`config.mk`:
```
export PLATFORM = sky130hd
export DESIGN_NAME = mode_word_trap
export DESIGN_NICKNAME = d
export VERILOG_FILES = /design/src/rtl/mwt_pkg.sv /design/src/rtl/mwt_store.sv /design/src/rtl/mwt_trap.sv /design/src/rtl/mode_word_trap.sv
export SDC_FILE = /design/constraint.sdc
export NUM_CORES = 1
export LEC_CHECK = 0
export ABC_CLOCK_PERIOD_IN_PS = 800
export CAP_MARGIN = 20
export CORE_AREA = 2 2 39 41
export DETAILED_ROUTE_END_ITERATION = 10
export DIE_AREA = 0 0 41 43
export DONT_BUFFER_PORTS = 1
export MAX_ROUTING_LAYER = met4
export PLACE_DENSITY = 0.5
export SLEW_MARGIN = 20
export SYNTH_ARGS = -nofsm -noshare
export SYNTH_HDL_FRONTEND = slang
export SYNTH_HIERARCHICAL = 1
export SYNTH_SLANG_ARGS = --single-unit
```
`constraint.sdc`:
```
create_clock -name clk -period 0.8 [get_ports clk]
set_input_delay 0.16 -clock clk [delete_from_list [all_inputs] [get_ports clk]]
set_output_delay 0.16 -clock clk [all_outputs]
set_load 0.005 [all_outputs]
```
`src/rtl/mwt_pkg.sv`:
```
package mwt_pkg;
  localparam int WORD_W     = 16;
  localparam int FUNC_BITS  = 4;
  localparam logic [WORD_W-1:0] RESET_WORD = 16'hFFF0;
  localparam int PE_POS = 0;
  localparam int MP_POS = 1;
  localparam int EM_POS = 2;
  localparam int TS_POS = 3;

  typedef struct packed {
    logic ts;
    logic em;
    logic mp;
    logic pe;
  } ctl_bits_t;
endpackage

```
`src/rtl/mwt_store.sv`:
```
module mwt_store
  import mwt_pkg::*;
(
  input  logic              clk,
  input  logic              rst_n,
  input  logic              load_en,
  input  logic [WORD_W-1:0] load_data,
  input  logic              ts_set,
  input  logic              ts_clr,
  output ctl_bits_t         bits_q,
  output logic [WORD_W-1:0] word
);
  ctl_bits_t bits_d;

  always_comb begin
    bits_d = bits_q;
    if (load_en) begin
      bits_d.mp = load_data[MP_POS];
      bits_d.em = load_data[EM_POS];
      bits_d.ts = load_data[TS_POS];
      bits_d.pe = bits_q.pe | load_data[PE_POS];
    end
    if (ts_clr) bits_d.ts = 1'b0;
    if (ts_set) bits_d.ts = 1'b1;
  end

  always_ff @(posedge clk) begin
    if (!rst_n) bits_q <= ctl_bits_t'(RESET_WORD[FUNC_BITS-1:0]);
    else        bits_q <= bits_d;
  end

  assign word[FUNC_BITS-1:0] = bits_q;
  for (genvar i = FUNC_BITS; i < WORD_W; i++) begin : g_upper
    assign word[i] = RESET_WORD[i];
  end

  assert_pe_sticky_R3: assert property (@(posedge clk) disable iff (!rst_n)
    word[PE_POS] |=> word[PE_POS]);
  assert_upper_ignored_R4: assert property (@(posedge clk) disable iff (!rst_n)
    (load_en && load_data[WORD_W-1:FUNC_BITS] != '1) |=> (word[WORD_W-1:FUNC_BITS] == '1));
  assert_ts_set_R5: assert property (@(posedge clk) disable iff (!rst_n)
    ts_set |=> word[TS_POS]);
  assert_ts_clr_R5: assert property (@(posedge clk) disable iff (!rst_n)
    (ts_clr && !ts_set) |=> !word[TS_POS]);
endmodule

```
`src/rtl/mwt_trap.sv`:
```
module mwt_trap
  import mwt_pkg::*;
(
  input  logic      clk,
  input  logic      rst_n,
  input  ctl_bits_t bits,
  input  logic      is_wait,
  input  logic      is_esc,
  output logic      trap7
);
  logic esc_hit, wait_hit;

  assign esc_hit  = is_esc  & (bits.em | bits.ts);
  assign wait_hit = is_wait & bits.mp & bits.ts;

  always_ff @(posedge clk) begin
    if (!rst_n) trap7 <= 1'b0;
    else        trap7 <= esc_hit | wait_hit;
  end

  assert_esc_trap_R6: assert property (@(posedge clk) disable iff (!rst_n)
    (is_esc && (bits.em || bits.ts)) |=> trap7);
  assert_wait_quiet_R7: assert property (@(posedge clk) disable iff (!rst_n)
    (is_wait && !is_esc && !(bits.mp && bits.ts)) |=> !trap7);
  assert_no_cause_R6: assert property (@(posedge clk) disable iff (!rst_n)
    (!is_wait && !is_esc) |=> !trap7);
endmodule

```
`src/rtl/mode_word_trap.sv`:
```
module mode_word_trap
  import mwt_pkg::*;
(
  input  logic        clk,
  input  logic        rst_n,
  input  logic        load_en,
  input  logic [15:0] load_data,
  input  logic        ts_set,
  input  logic        ts_clr,
  input  logic        is_wait,
  input  logic        is_esc,
  output logic [15:0] word_q,
  output logic        prot_mode,
  output logic        trap7
);
  ctl_bits_t bits;

  mwt_store u_store (
    .clk(clk), .rst_n(rst_n), .load_en(load_en), .load_data(load_data),
    .ts_set(ts_set), .ts_clr(ts_clr), .bits_q(bits), .word(word_q)
  );

  mwt_trap u_trap (
    .clk(clk), .rst_n(rst_n), .bits(bits),
    .is_wait(is_wait), .is_esc(is_esc), .trap7(trap7)
  );

  assign prot_mode = word_q[PE_POS];

  always_ff @(posedge clk) begin
    if (rst_n) assert_pmode_R9: assert (prot_mode == bits.pe);
  end
endmodule

```
# After elaboration in Yosys (flattened, before gate mapping)
# Index checks and enable logic that the tools add are counted.
# classes
n_reduce_logical,1
muxes,3
bitwise,6
# op_table
cell,n
4-bit 2-to-1 mux,1
1-bit AND,3
1-bit bitwise OR,3
3-bit nonzero test,1
1-bit 2-to-1 mux,2
# word_totals
out_inout_bits,18
inputBits,23
regBits,5
wordCells,15

# Longest topological paths before layout
# depth
depth_word,4
depth_mapped,2

# Cells and area by module
# The synthesis kept the hierarchy.
# modules_own_cells
mod,area_each_um2,seq_area_each_um2,cells_per_inst,n_inst
mwt_store,272.8,80.1,31,1
mwt_trap,37.5,20.0,4,1
mode_word_trap,7.5,0.0,1,1

# Least setup slack after synthesis
# OpenSTA, ideal clock, no wires.
# synth_path
kind,reg-to-output
start,register u_store/bits_q[0] (netlist name)
end,output prot_mode
t_arrival_ps,534
path_buffers,2
setup_slack_ps,106
stages_incl_launch_ff,3
path_cell_list,dfxtp_1 buf_4 buf_4
# synth_lines
item,line_no,source
"start, declared",mwt_store.sv:10,"output ctl_bits_t bits_q,"
"start signal, assigned",mwt_store.sv:28,if (!rst_n) bits_q <= ctl_bits_t'(RESET_WORD[FUNC_BITS-1:0]);
"start signal, assigned",mwt_store.sv:29,else bits_q <= bits_d;
"end, declared",mode_word_trap.sv:13,"output logic prot_mode,"
# No word-level cell between the ends.

# Final worst setup path
# layout_path
start,register u_store/bits_q[0] (netlist name)
end,output prot_mode
# No word-level cell between the ends.

==> flow_summary.json <==
{
  "power.share.switching": 0.2263,
  "ir_drop_v": 0.0007727,
  "clock_latency_ps": 240,
  "cts_root_buf": "clkbuf_4",
  "grt_pass1_wl_um": 655,
  "via_per_inst": 3.440,
  "critPathRequiredTime_ps": 640,
  "fin_skew_ps": 1.872,
  "power_frac_seq": 0.463,
  "dp_hpwl_um": 413,
  "die_height_um": 43,
  "tns_ps": 0,
  "ys_warn_count": 6,
  "grtUsageTotal": 0.06900,
  "start_util": 0.2297,
  "vias": 172,
  "holdWs_ps": 40.27,
  "rows": 14,
  "drt_iter0_drc": 2,
  "ys_seq_area_frac": 0.3150,
  "holdBufCountCts": 0,
  "dpl_cell_area_um2": 251.5,
  "core_area_um2": 1384,
  "p_leak_uw": 0.0001307,
  "yosysUniqueCellTypes": 12,
  "layout-drive-gt1-share": 0.2059,
  "rsz0062_at_grt": "false",
  "internal_power_uw": 477.2,
  "ys_top_cells_by_area": "buf_4 (40%), dfxtp_1 (31%), mux2i_1 (9.4%)",
  "critPathArrivalTime_ps": 590,
  "cts_buffers": 3,
  "clock_sinks": 5,
  "dp_cells": 46,
  "power.switching_uw": 139.6,
  "stdcell_count": 50,
  "slew_violations": 0,
  "port_buffers": 0,
  "drtPass1Iterations": 2,
  "critPathLaunchType": "flip-flop",
  "ant_nets": 0,
  "synthesis.area_um2": 317.8,
  "cap_violations": 0,
  "pwr-share-comb": 0.068,
  "critPathKind": "flip-flop to primary output",
  "antenna_cells": 0,
  "fin_crit_ps": 747.6,
  "cts_setup_buffers": 0,
  "tritoncts": "done",
  "synth_seq_cells": 5,
  "area_growth_pct": -11.02,
  "final_cell_mix": "conb_1 (12), dfxtp_2 (4), clkbuf_4 (3), mux2i_1 (3), nor2b_1 (3)",
  "die_area_um2": 1763,
  "yosys.area.top_type": "buf_4",
  "die_w_um": 41,
  "run_status": "finished, final reports clean",
  "grt_overflow_total": 0,
  "drc": 0,
  "io_pins": 41,
  "hold_violations": 0,
  "pwr-share-clk": 0.470,
  "routed_wl_um": 508,
  "clk_pin_slew_worst_paths_ps": 40,
  "grt_pass1_vias": 146,
  "postSynthCellCount": 36,
  "final_nets": 58,
  "netlist.area_leader.share": 0.4016,
  "grt_max_degree": 7,
  "syn_area_per_cell_um2": 8.828,
  "fmax_mhz": 1338,
  "cp-end-kind": "primary output",
  "min_path_type": "input port to flip-flop",
  "path_max_fanout": 3,
  "setup_viol": 0,
  "period_share": 0.9345,
  "wl_per_cell_um": 10.16,
  "power_density_nw_per_um2": 2181,
  "design_area_um2": 282.8,
  "htree_num_levels": 1,
  "power_uw": 616.8,
  "place_congestion": 0.5859,
  "cts_buffer_depth": 2,
  "layout.cells.most_common": "conb_1",
  "grt_antenna_before_repair": 0
}
-- synthesized netlist by cell type --
cell      number
a21oi_1        1
mux2i_1        3
a21boi_1       1
dfxtp_1        5
buf_4         17
o21ai_0        1
nand3_1        1
o21ai_1        1
nand2_1        1
nand2b_1       1
nor2b_1        3
conb_1         1
-- logic make-up (layout without fill, tap and decap cells) --
group | count (synthesis) | in the layout | share of synthesized area
DFF | 5 | 5 | 0.3150
AOI/OAI and AO/OA | 4 | 4 | 0.07083
muxes | 3 | 3 | 0.09449
buffers and inverters | 17 | 4 | 0.4016
and+or+nand+nor | 6 | 6 | 0.1063
other | 1 | 12 | 0.01180
-- registers in the layout, indices dropped and copies added, names as in the netlist --
signal and count:
u_store/bits_q 4, u_trap/trap7 1
-- power by group through the flow --
stage	combinational (uW)	sequential (uW)	clock, uW
after floorplan	107	279	0
after global placement	40.3	288	0
after detailed placement	40.9	288	0
after CTS	41.0	283	307
after global routing	49.5	288	343
final	41.7	285	290
-- layout make-up --
cell class,instances,area [um^2]
clock buffer,4,26.28
fill,160,1101
tap,16,20.02
sequential,5,105.1
multi-input combinational,25,131.4
-- timing repair --
action                                 CTS  global route
gates resized for setup                  0             4
endpoints found under the hold margin    0             0
setup endpoints to repair                0             5
-- metrics by stage --
step                worst slack, ps  utilization
floorplan                     106.2            -
global placement              101.3       0.1817
detailed placement            99.76       0.1817
CTS                           3.808       0.2007
global route                  9.580       0.2043
finish                        52.43       0.2043
-- per-layer routing --
metal | share of wire | wire length (um) | GRT usage | up-vias
li1 | - | - | - | 83
met1 | 0.32 | 164 | 0.05484 | 69
met2 | 0.43 | 220 | 0.08125 | 20
met3 | 0.24 | 123 | 0.1099 | 0
met4 | 0 | 0 | 0.02000 | 0
met5 | 0 | 0 | - | -
-- final timing paths --
kind | endpoint | slack [ps] | cells past startpoint | from
hold / removal | u_store/bits_q[3] | 40 | 2 | ts_set
setup reg to reg | u_trap/trap7 | 120 | 2 | u_store/bits_q[3]
hold reg to reg | u_trap/trap7 | 500 | 2 | u_store/bits_q[3]
setup / recovery | prot_mode | 50 | 0 | u_store/bits_q[0]
Note: power is estimated with default switching activity, not from simulation.
